`config.mk`:
```
export PLATFORM = sky130hd
export DESIGN_NAME = frame_crc_unit
export DESIGN_NICKNAME = d
export VERILOG_FILES = /design/src/rtl/frame_crc_pkg.sv /design/src/rtl/crc_dword_step.sv /design/src/rtl/frame_seq.sv /design/src/rtl/crc_track.sv /design/src/rtl/frame_crc_unit.sv
export SDC_FILE = /design/constraint.sdc
export NUM_CORES = 1
export LEC_CHECK = 0
export ABC_CLOCK_PERIOD_IN_PS = 4300
export BUFFER_PORTS_ARGS = -buffer_cell sky130_fd_sc_hd__buf_4
export CAP_MARGIN = 30
export CORE_ASPECT_RATIO = 0.5
export CORE_MARGIN = 10
export CORE_UTILIZATION = 37
export DETAILED_ROUTE_END_ITERATION = 8
export GPL_TIMING_DRIVEN = 0
export SLEW_MARGIN = 20
export SYNTH_ARGS = -nofsm -noshare
export SYNTH_HDL_FRONTEND = slang
export SYNTH_SLANG_ARGS = --single-unit
```
`constraint.sdc`:
```
create_clock -name clk -period 4.3 [get_ports clk]
set_input_delay 0.215 -clock clk [delete_from_list [all_inputs] [get_ports clk]]
set_output_delay 0.215 -clock clk [all_outputs]
set_load 0.02 [all_outputs]
```
`src/rtl/frame_crc_pkg.sv`:
```
package frame_crc_pkg;

    typedef enum logic [1:0] {
        ST_IDLE = 2'd0,
        ST_OPEN = 2'd1,
        ST_BODY = 2'd2
    } frm_state_t;

endpackage

```
`src/rtl/crc_dword_step.sv`:
```
module crc_dword_step #(
    parameter int          W    = 32,
    parameter logic [31:0] POLY = 32'h04C11DB7
) (
    input  logic [W-1:0] cur,
    input  logic [W-1:0] word,
    output logic [W-1:0] nxt
);
    localparam logic [W-1:0] GEN = POLY[W-1:0];

    always_comb begin
        logic [W-1:0] acc;
        acc = cur;
        for (int b = W - 1; b >= 0; b--) begin
            if (acc[W-1] ^ word[b]) begin
                acc = {acc[W-2:0], 1'b0} ^ GEN;
            end else begin
                acc = {acc[W-2:0], 1'b0};
            end
        end
        nxt = acc;
    end
endmodule

```
`src/rtl/frame_seq.sv`:
```
module frame_seq
    import frame_crc_pkg::*;
(
    input  logic clk,
    input  logic rst_n,
    input  logic in_valid,
    input  logic in_prim,
    input  logic in_sof,
    input  logic in_eof,
    output logic do_load,
    output logic do_fold,
    output logic do_check,
    output logic do_empty
);
    frm_state_t state, state_nx;

    always_ff @(posedge clk or negedge rst_n) begin
        if (!rst_n) begin
            state <= ST_IDLE;
        end else begin
            state <= state_nx;
        end
    end

    always_comb begin
        state_nx = state;
        do_load  = 1'b0;
        do_fold  = 1'b0;
        do_check = 1'b0;
        do_empty = 1'b0;
        if (in_valid && in_sof) begin
            do_load  = 1'b1;
            state_nx = ST_OPEN;
        end else if (in_valid) begin
            unique case (state)
                ST_IDLE: begin
                    state_nx = ST_IDLE;
                end
                ST_OPEN: begin
                    if (in_eof) begin
                        do_empty = 1'b1;
                        state_nx = ST_IDLE;
                    end else if (!in_prim) begin
                        do_fold  = 1'b1;
                        state_nx = ST_BODY;
                    end
                end
                ST_BODY: begin
                    if (in_eof) begin
                        do_check = 1'b1;
                        state_nx = ST_IDLE;
                    end else if (!in_prim) begin
                        do_fold  = 1'b1;
                    end
                end
                default: state_nx = ST_IDLE;
            endcase
        end
    end
endmodule

```
`src/rtl/crc_track.sv`:
```
module crc_track #(
    parameter int          W    = 32,
    parameter logic [31:0] SEED = 32'h52325032,
    parameter logic [31:0] POLY = 32'h04C11DB7
) (
    input  logic         clk,
    input  logic         rst_n,
    input  logic [W-1:0] word,
    input  logic         do_load,
    input  logic         do_fold,
    input  logic         do_check,
    input  logic         do_empty,
    output logic [W-1:0] run_crc,
    output logic         done_q,
    output logic         err_q
);
    localparam logic [W-1:0] INIT = SEED[W-1:0];

    logic [W-1:0] prev_crc;
    logic [W-1:0] last_word;
    logic [W-1:0] next_crc;

    crc_dword_step #(.W(W), .POLY(POLY)) u_step (
        .cur  (run_crc),
        .word (word),
        .nxt  (next_crc)
    );

    always_ff @(posedge clk or negedge rst_n) begin
        if (!rst_n) begin
            run_crc   <= INIT;
            prev_crc  <= INIT;
            last_word <= '0;
        end else if (do_load) begin
            run_crc   <= INIT;
            prev_crc  <= INIT;
            last_word <= '0;
        end else if (do_fold) begin
            prev_crc  <= run_crc;
            run_crc   <= next_crc;
            last_word <= word;
        end
    end

    always_ff @(posedge clk or negedge rst_n) begin
        if (!rst_n) begin
            done_q <= 1'b0;
            err_q  <= 1'b0;
        end else begin
            done_q <= do_check | do_empty;
            err_q  <= do_empty | (do_check & (last_word != prev_crc));
        end
    end
endmodule

```
`src/rtl/frame_crc_unit.sv`:
```
module frame_crc_unit #(
    parameter int          W    = 32,
    parameter logic [31:0] SEED = 32'h52325032,
    parameter logic [31:0] POLY = 32'h04C11DB7
) (
    input  logic         clk,
    input  logic         rst_n,
    input  logic         in_valid,
    input  logic [31:0]  in_data,
    input  logic         in_prim,
    input  logic         in_sof,
    input  logic         in_eof,
    output logic [31:0]  crc_value,
    output logic         frame_done,
    output logic         crc_err
);
    logic do_load, do_fold, do_check, do_empty;
    logic [W-1:0] run_crc;

    frame_seq u_seq (
        .clk      (clk),
        .rst_n    (rst_n),
        .in_valid (in_valid),
        .in_prim  (in_prim),
        .in_sof   (in_sof),
        .in_eof   (in_eof),
        .do_load  (do_load),
        .do_fold  (do_fold),
        .do_check (do_check),
        .do_empty (do_empty)
    );

    crc_track #(.W(W), .SEED(SEED), .POLY(POLY)) u_track (
        .clk      (clk),
        .rst_n    (rst_n),
        .word     (in_data[W-1:0]),
        .do_load  (do_load),
        .do_fold  (do_fold),
        .do_check (do_check),
        .do_empty (do_empty),
        .run_crc  (run_crc),
        .done_q   (frame_done),
        .err_q    (crc_err)
    );

    assign crc_value = run_crc;
endmodule

```
* Yosys cells after proc, flatten, opt, wreduce, memory -nomap -nowiden
Index checks and enable logic that the tools add are counted.
Word-level totals: word-level logic and storage cells 140, input port bits 38, output and inout port bits 34, register bits 100
Cells by class: muxes and demuxes 57, bitwise operators 67, equal/unequal tests 5, reduce and logical (&&, ||, !) cells 5
Operator list (number):
- 27-bit two-way mux | 32
- 14-bit inverter | 32
- 32-bit two-way mux | 6
- 32-bit != test | 1
- 1-bit bitwise XOR | 32
- 1-bit two-way mux | 13
- 2-bit two-way mux | 5
- 4-bit by 3-bit != test with 1-bit output, second input constant | 1
- 2-bit case mux with 2 select lines | 1
- 2-bit nonzero test | 2
- 3-bit by 2-bit != test with 1-bit output, second input constant | 1
- 3-bit AND reduction | 1
- 2-bit by 1-bit == test with 1-bit output, second input constant | 1
- 2-bit == test, second input constant | 1
- 1-bit OR | 2
- 2-bit OR reduction | 1
- 1-bit bitwise AND | 1
- 1-bit logical AND | 1

* Logic depth before layout (Yosys ltp)
Gate-level depths: netlist (run 1).
word-level depth 66, depth in mapped cells 9, mapped depth without buffers 9

* Hierarchy
Synthesis (run 1) repeated with hierarchy kept, for this count alone.
Second synthesis, totals: cell total of the unflattened synthesis 634, area, all modules 7638.6 um^2
By module, submodules not included:
- crc_track | area each 4393.0 um^2, instances 1, cells an instance 360, seq. area each 2479.9 um^2
- crc_dword_step | area each 3080.5 um^2, instances 1, cells an instance 256, seq. area each 0.0 um^2
- frame_seq | area each 165.2 um^2, instances 1, cells an instance 18, seq. area each 50.0 um^2

* Worst setup path before layout (run 1)
No wires, ideal clock.
path kind reg-to-reg, from register u_track.run_crc[21], to register u_track.run_crc[13], clock period less this slack 3.601 ns, path slack 0.699 ns, library setup time 0.130 ns, data required time 4.170 ns, path buffers 0, data arrival time 3.471 ns, cell stages (with the launch flop) 10, path through dfstp_2 -> xnor2_1 -> xnor2_1 -> xnor3_1 -> xnor3_1 -> xnor3_1 -> xor2_2 -> xnor3_1 -> xnor2_1 -> o21ai_1
Between the ends: longest elaborated chain between the ends 38, elaborated cells between the ends (all ways) 58, classes of those cells 29 x mux; 29 x bitwise
RTL lines:
- start: declaration | RTL line crc_track.sv:13 | output logic [W-1:0] run_crc,
- start signal: assignment | RTL line crc_track.sv:40 | run_crc <= next_crc;
- 14-bit inverter (no line)
- 27-bit two-way mux * | RTL line crc_dword_step.sv:15 | if (acc[W-1] ^ word[b]) begin
- 14-bit inverter (no line)
- 27-bit two-way mux * (3 in a row) | RTL line crc_dword_step.sv:15
- 14-bit inverter (no line)
- 27-bit two-way mux * | RTL line crc_dword_step.sv:15
- 1-bit bitwise XOR * | RTL line crc_dword_step.sv:15
- 27-bit two-way mux * | RTL line crc_dword_step.sv:15
- [19 not listed]
- 14-bit inverter (no line)
- 27-bit two-way mux | RTL line crc_dword_step.sv:15
- 14-bit inverter (no line)
- 27-bit two-way mux | RTL line crc_dword_step.sv:15
- 14-bit inverter (no line)
- 27-bit two-way mux * (2 in a row) | RTL line crc_dword_step.sv:15
- 32-bit two-way mux * | RTL line crc_track.sv:38 | end else if (do_fold) begin
- 32-bit two-way mux * | RTL line crc_track.sv:34 | end else if (do_load) begin
Mark *: on every way between the ends. The rest lies on a longest branch, timed or not. The select of a mux whose other input is x is not followed. A chain may end at the register's enable or synchronous reset.

* Final worst setup path (run 1)
from register u_track.run_crc[29], to register u_track.run_crc[13]
Between the ends: longest elaborated chain between the ends 41, elaborated cells between the ends (all ways) 75, classes of those cells 32 x mux; 43 x bitwise
RTL lines (RTL line):
- 1-bit bitwise XOR * | crc_dword_step.sv:15
- 27-bit two-way mux * | crc_dword_step.sv:15
- 27-bit two-way mux (5 in a row) | crc_dword_step.sv:15
- 14-bit inverter (no line)
- 27-bit two-way mux | crc_dword_step.sv:15
- 14-bit inverter (no line)
- 27-bit two-way mux (3 in a row) | crc_dword_step.sv:15
- 14-bit inverter (no line)
- [18 not listed]
- 14-bit inverter (no line)
- 27-bit two-way mux | crc_dword_step.sv:15
- 14-bit inverter (no line)
- 27-bit two-way mux | crc_dword_step.sv:15
- 14-bit inverter (no line)
- 27-bit two-way mux * (2 in a row) | crc_dword_step.sv:15
- 32-bit two-way mux * | crc_track.sv:38
- 32-bit two-way mux * | crc_track.sv:34
Marked as above.

==> metrics.log, run 1 <==
INFO  metric grt_max_degree = 101
INFO  metric yosys_warnings = 0
INFO  metric use_met2 = 24.2%
INFO  metric drt_iter0_drc = 366
INFO  metric synthMuxAreaShare = 0%
INFO  metric yosys-top-cells-area = sky130_fd_sc_hd__dfrtp_1 (27%), sky130_fd_sc_hd__xnor2_1 (20%), sky130_fd_sc_hd__xnor3_1 (11%)
INFO  metric cts_root_buf = sky130_fd_sc_hd__clkbuf_16
INFO  metric number_of_global_route_vias_before_repair = 4827
INFO  metric final_net_count = 683
INFO  metric wl_per_cell = 23.3 um
INFO  metric rows = 35
INFO  metric core-area = 0.0187 sq mm
INFO  metric avgViaCountPerCell = 5.12
INFO  metric final_setup_vio_count = 0
INFO  metric detail_route.wirelength = 21.1 mm
INFO  metric synth.largest_area_cell = sky130_fd_sc_hd__dfrtp_1
INFO  metric layout-drive-gt1-share = 23.5%
INFO  metric grt-busiest-layer = met2
INFO  metric clock_latency = 350 ps
INFO  metric globalRouteOverflowTotal = 0
INFO  metric finalHoldViolations = 0
INFO  metric mappedNetlistArea = 0.00712 sq mm
INFO  metric die_height = 118 um
INFO  metric edff_count_synth = 0
INFO  metric maxCapViolations = 0
INFO  metric max_freq = 242 MHz
INFO  metric worstPathMaxFanout = 7
INFO  metric end_kind = flip-flop
INFO  metric final_antenna_net_count = 0
INFO  metric dieWidth = 216 um
INFO  metric yosys_most_used_dff = sky130_fd_sc_hd__dfrtp_1
INFO  metric post_route_drc = 0
INFO  metric antenna_cells_inserted = 0
INFO  metric floorplan.io_pins = 72
INFO  metric first_pass_iters = 4
INFO  metric status = finished clean
INFO  metric antenna_found_initial = 0
INFO  metric finalHoldWorstSlack = 98.3 ps
INFO  metric cts.path.max_buffers = 2
INFO  metric timing.final.crit_share = 96.1%
INFO  metric tritoncts = done
INFO  metric cp_data_required_time = 4520 ps
INFO  metric dp_hpwl = 16.4 mm
INFO  metric num_vias = 4645
INFO  metric synth.most_common_cell = sky130_fd_sc_hd__xnor2_1
INFO  metric yosys.area_share.adder = 0.352%
INFO  metric synth_common_cells = sky130_fd_sc_hd__xnor2_1 (160), sky130_fd_sc_hd__dfrtp_1 (78), sky130_fd_sc_hd__a22o_1 (56)
INFO  metric syn_avg_cell_area = 12.7 sq um
INFO  metric final_area = 0.00839 sq mm
INFO  metric crit_path_start_kind = flip-flop
INFO  metric grt_use_met1 = 24.0%
INFO  metric fin_util = 45.0%
INFO  metric flow.area_growth_from_synthesis = 17.9%
INFO  metric cts.reportedPaths.clkPinSlew = 80 ps
INFO  metric port_buf_inserts = 71
INFO  metric globalplace.congestion = 0.928
INFO  metric cts.repair_timing.setup_buffer_count = 0
INFO  metric combinational_family_with_the_most_area_after_synthesis = XOR/XNOR gates
INFO  metric finalMaxSlewViolations = 0
INFO  metric hp-class = in -> reg
INFO  metric postSynthCellCount = 559
INFO  metric yosys.cell_types.count = 34
INFO  metric grt_setup_unrepaired = no
INFO  metric floorplan.die_area = 0.0255 sq mm
INFO  metric clock_sinks = 100
INFO  metric seq_area_frac_synth = 35.5%
INFO  metric synth-compound-area-share = 11.4%
INFO  metric critical_path_start_end_classification = reg -> reg
INFO  metric final.min_clock_period = 4130 ps
INFO  metric synthSimpleGateAreaFrac = 2.71%
INFO  metric synth_xor_area_share = 48.8%
INFO  metric aggregate_global_route_resource_usage = 16.5%
INFO  metric postSynthNetCount = 599
INFO  metric cts_inserted_buffers = 9
INFO  metric synth_top_area_share = 27.4%
INFO  metric register_bit_count_reported_by_yosys = 100
INFO  metric slew_headroom = 45.5%
INFO  metric synthArstFlopShare = 100%
INFO  metric first_pass_grt_wire_length = 31.8 mm
INFO  metric globalRouteMet3Util = 3.69%
INFO  metric data_arrival_at_the_endpoint_of_the_critical_path = 4360 ps
INFO  metric timing_worst_slew_pin_value = 817 ps
INFO  metric placedInstanceArea = 0.00798 sq mm
INFO  metric floorplan.initialDensity = 38.2%
INFO  metric htree_levels = 3
INFO  metric clock_skew = 8.75 ps
[cell type report]
| class | instances | area (sq um) |
|---|---|---|
| Buffer | 20 | 75.1 |
| Clock buffer | 9 | 225 |
| Tap cell | 259 | 324 |
| Multi-Input combinational cell | 437 | 4590 |
| Fill cell | 1724 | 10300 |
| Sequential cell | 100 | 2530 |
| Timing Repair Buffer | 73 | 574 |
| Clock inverter | 7 | 67.6 |
| Inverter | 2 | 7.51 |
[state kept, by name, indices dropped and copies added, names as in the netlist]
signal	flops
u_track.last_word	32
u_track.done_q	1
u_seq.state	2
u_track.run_crc	32
u_track.err_q	1
u_track.prev_crc	32
[critical path, stage by stage (launching register included)]
cell and delay (ps):
sky130_fd_sc_hd__dfrtp_1 480, sky130_fd_sc_hd__xnor2_4 430, sky130_fd_sc_hd__xnor3_2 630, sky130_fd_sc_hd__xnor2_2 250
sky130_fd_sc_hd__xnor2_4 460, sky130_fd_sc_hd__xnor3_1 480, sky130_fd_sc_hd__xor2_4 330, sky130_fd_sc_hd__xnor3_1 420
sky130_fd_sc_hd__xnor2_1 420, sky130_fd_sc_hd__o21ai_1 100
[cell families (layout without fill, tap and decap cells)]
kind of cell,Yosys count,in the layout
AND/OR/NAND/NOR,43,43
XOR/XNOR,285,285
adder cells (fa/ha/maj),2,2
buffers and inverters,22,111
AO/OA/AOI/OAI,107,107
flip-flops,100,100
[placed cells by master (no fill, tap or decap), types with 16 or more instances in the layout]
| cell type | count |
|---|---|
| sky130_fd_sc_hd__xor2_1 | 50 |
| sky130_fd_sc_hd__buf_4 | 70 |
| sky130_fd_sc_hd__a22o_1 | 56 |
| sky130_fd_sc_hd__xnor2_2 | 19 |
| sky130_fd_sc_hd__xnor3_1 | 36 |
| sky130_fd_sc_hd__xnor2_1 | 153 |
| sky130_fd_sc_hd__dfstp_2 | 22 |
| sky130_fd_sc_hd__dfrtp_1 | 78 |
| sky130_fd_sc_hd__nand2_1 | 21 |
| sky130_fd_sc_hd__clkbuf_1 | 16 |
[routing by layer]
layer	wire length, um	vias to the layer above	part of all wire (%)
li1	-	2106	-
met1	10300	2403	49
met2	9270	126	44
met3	1370	10	6.5
met4	176	0	0.83
met5	0	-	0
[final timing paths]
check / startpoint / endpoint / slack, ps / cells past startpoint
max in group asynchronous: rst_n / u_track.run_crc[20]$_DFFE_PN1P_ / 3320 / 3
min reg2reg: u_track.last_word[17]$_DFFE_PN0P_ / u_track.last_word[17]$_DFFE_PN0P_ / 530 / 1
max: u_track.run_crc[29]$_DFFE_PN0P_ / u_track.run_crc[13]$_DFFE_PN0P_ / 170 / 9
min in group asynchronous: rst_n / u_track.run_crc[8]$_DFFE_PN0P_ / 270 / 2
min: in_eof / u_seq.state[1]$_DFFE_PN0P_ / 100 / 2
max reg2reg: u_track.run_crc[29]$_DFFE_PN0P_ / u_track.run_crc[13]$_DFFE_PN0P_ / 170 / 9
[through the flow]
step           worst slack [ps]  TNS (ps)  std cells
2_1_floorplan               699         0        559
3_3_place_gp              -46.4     -46.4        889
3_5_place_dp              -66.8     -66.8        889
4_1_cts                    23.8         0        905
5_1_grt                    12.5         0        907
6_report                    167         0        907
[repair_timing]
item                                    4_1_cts  5_1_grt
hold endpoints to repair                      0       19
gates resized for setup                       2        8
endpoints found under the setup margin        1        6
hold buffers                                  0        1
pin swaps                                     0        0
Power of run 1 is not shown: default switching activity piles up to over one toggle a cycle in this logic, so the estimate is an artifact.
==> inputs of run 2 (changes only) <==
--- a/config.mk
+++ b/config.mk
@@ -7,12 +7,13 @@
 export LEC_CHECK = 0
 export ABC_CLOCK_PERIOD_IN_PS = 4300
 export BUFFER_PORTS_ARGS = -buffer_cell sky130_fd_sc_hd__buf_4
-export CAP_MARGIN = 30
+export CAP_MARGIN = 20
 export CORE_ASPECT_RATIO = 0.5
 export CORE_MARGIN = 10
 export CORE_UTILIZATION = 37
 export DETAILED_ROUTE_END_ITERATION = 8
 export GPL_TIMING_DRIVEN = 0
+export RECOVER_POWER = 50
 export SLEW_MARGIN = 20
 export SYNTH_ARGS = -nofsm -noshare
 export SYNTH_HDL_FRONTEND = slang
==> metrics.log, run 2 (synthesis gave the netlist of run 1 again) <==
INFO  metric dp_hpwl = 16.4 mm
INFO  metric rows = 35
INFO  metric status = complete, but fails checks
INFO  metric first_pass_iters = 4
INFO  metric violations_in_the_final_reports = max-capacitance violations, max-slew violations
INFO  metric globalplace.congestion = 0.928
INFO  metric cts.path.max_buffers = 2
INFO  metric wl_per_cell = 23.4 um
INFO  metric floorplan.die_area = 0.0255 sq mm
INFO  metric layout-drive-gt1-share = 20.9%
INFO  metric cts.repair_timing.setup_buffer_count = 0
INFO  metric post_route_drc = 0
INFO  metric tritoncts = done
INFO  metric final.min_clock_period = 4130 ps
INFO  metric drt_iter0_drc = 378
INFO  metric timing.final.crit_share = 96.1%
INFO  metric slew_headroom = -66.3%
INFO  metric finalMaxSlewViolations = 101
INFO  metric avgViaCountPerCell = 5.14
INFO  metric reg_top3 = u_track.last_word x32, u_track.prev_crc x32, u_track.run_crc x32
INFO  metric htree_levels = 3
INFO  metric dieWidth = 216 um
INFO  metric timing.critical_path.cells = xnor2_2 > xnor2_2 > xnor3_1 > xnor3_1 > xnor3_1 > xor2_2 > xnor3_1 > xnor2_1 > o21ai_1
INFO  metric detail_route.wirelength = 21.1 mm
INFO  metric flow.area_growth_from_synthesis = 16.4%
INFO  metric cp_data_required_time = 4520 ps
INFO  metric cpMostUsedCell = sky130_fd_sc_hd__xnor3_1
INFO  metric data_arrival_at_the_endpoint_of_the_critical_path = 4360 ps
INFO  metric layout_commonest_cell = sky130_fd_sc_hd__xnor2_1
INFO  metric globalRouteOverflowTotal = 0
INFO  metric aggregate_global_route_resource_usage = 16.5%
INFO  metric critical-path-slowest-cell = sky130_fd_sc_hd__dfstp_2
INFO  metric grt_setup_unrepaired = no
INFO  metric critical_path_start_end_classification = reg -> reg
INFO  metric die_height = 118 um
INFO  metric port_buf_inserts = 71
INFO  metric clock_latency = 350 ps
INFO  metric final_net_count = 681
INFO  metric maxCapViolations = 1
INFO  metric timing_worst_slew_pin_value = 2490 ps
INFO  metric antenna_cells_inserted = 0
INFO  metric floorplan.initialDensity = 38.2%
INFO  metric finalHoldViolations = 0
INFO  metric core-area = 0.0187 sq mm
INFO  metric clock_sinks = 100
INFO  metric grt_max_degree = 101
INFO  metric timing.critical_path.slowest_cell_delay = 620 ps
INFO  metric multiInputGateArea = 0.00459 sq mm
INFO  metric crit_path_start_kind = flip-flop
INFO  metric hp-class = in -> reg
INFO  metric cts_inserted_buffers = 9
INFO  metric end_kind = flip-flop
INFO  metric first_pass_grt_wire_length = 31.8 mm
INFO  metric setup_tns = 0 ps
INFO  metric seq_area = 0.00253 sq mm
INFO  metric number_of_global_route_vias_before_repair = 4827
INFO  metric cts.reportedPaths.clkPinSlew = 80 ps
INFO  metric final_antenna_net_count = 0
INFO  metric antenna_found_initial = 0
INFO  metric cts_root_buf = sky130_fd_sc_hd__clkbuf_16
INFO  metric final_setup_vio_count = 0
INFO  metric max_freq = 242 MHz
INFO  metric worstPathMaxFanout = 5
INFO  metric num_vias = 4649
INFO  metric layout.cells.most_common_list = sky130_fd_sc_hd__xnor2_1 (153), sky130_fd_sc_hd__dfrtp_1 (78), sky130_fd_sc_hd__a22o_1 (56)
INFO  metric num-fill-cells = 1741
INFO  metric clock_skew = 10.6 ps
INFO  metric floorplan.io_pins = 72
[run 2: cell type report]
cell class                      count  share of cell area [%]
Clock buffer                        9                    2.72
Buffer                             20                   0.906
Multi-Input combinational cell    437                    55.4
Timing Repair Buffer               71                    5.68
Clock inverter                      7                   0.815
Inverter                            2                  0.0906
Tap cell                          259                    3.91
Sequential cell                   100                    30.5
[run 2: worst paths after layout]
kind	from	slack, ps	depth (start not counted)	end
min reg2reg	u_track.last_word[17]$_DFFE_PN0P_	530	1	u_track.last_word[17]$_DFFE_PN0P_
max	u_track.run_crc[21]$_DFFE_PN1P_	170	9	u_track.run_crc[13]$_DFFE_PN0P_
max in group asynchronous	rst_n	2200	1	u_track.last_word[28]$_DFFE_PN0P_
max reg2reg	u_track.run_crc[21]$_DFFE_PN1P_	170	9	u_track.run_crc[13]$_DFFE_PN0P_
min	in_eof	100	2	u_seq.state[1]$_DFFE_PN0P_
min in group asynchronous	rst_n	560	1	u_track.run_crc[3]$_DFFE_PN0P_
[run 2: critical path: cells and delay by family (launching register included)]
kind | cells | cell delay (ps)
AOI/OAI and AO/OA | 1 | 100
DFF | 1 | 620
xor gates and xnor gates | 8 | 3270
[run 2: timing repair]
action                     4_1_cts  5_1_grt
resized for setup                2        8
hold endpoints to repair         0        0
setup endpoints to repair        1        6
cloned                           0        0
hold buffers                     0        0
[run 2: stage by stage]
| step | instance area, sq um | hold slack [ps] | instances | setup slack [ps] | util [%] |
|---|---|---|---|---|---|
| 6_report | 8290 | 98.0 | 905 | 169 | 44.4 |
| 5_1_grt | 8290 | 85.6 | 905 | 12.5 | 44.4 |
| 4_1_cts | 8290 | 9.71 | 905 | 23.8 | 44.4 |
| 3_5_place_dp | 7980 | 386 | 889 | -66.8 | 42.8 |
| 3_3_place_gp | 7980 | 448 | 889 | -46.4 | 42.7 |
| 2_1_floorplan | 7120 | -80.6 | 559 | 699 | - |
[run 2: layer usage]
layer | up-vias | track usage [%] | part of all wire, %
met5 | - | 0 | 0
met4 | 0 | 3.17 | 0.83
met3 | 11 | 3.69 | 6.7
met2 | 124 | 24.2 | 44
met1 | 2405 | 24.0 | 49
li1 | 2109 | - | -
Power of run 2 is left out for the same reason.
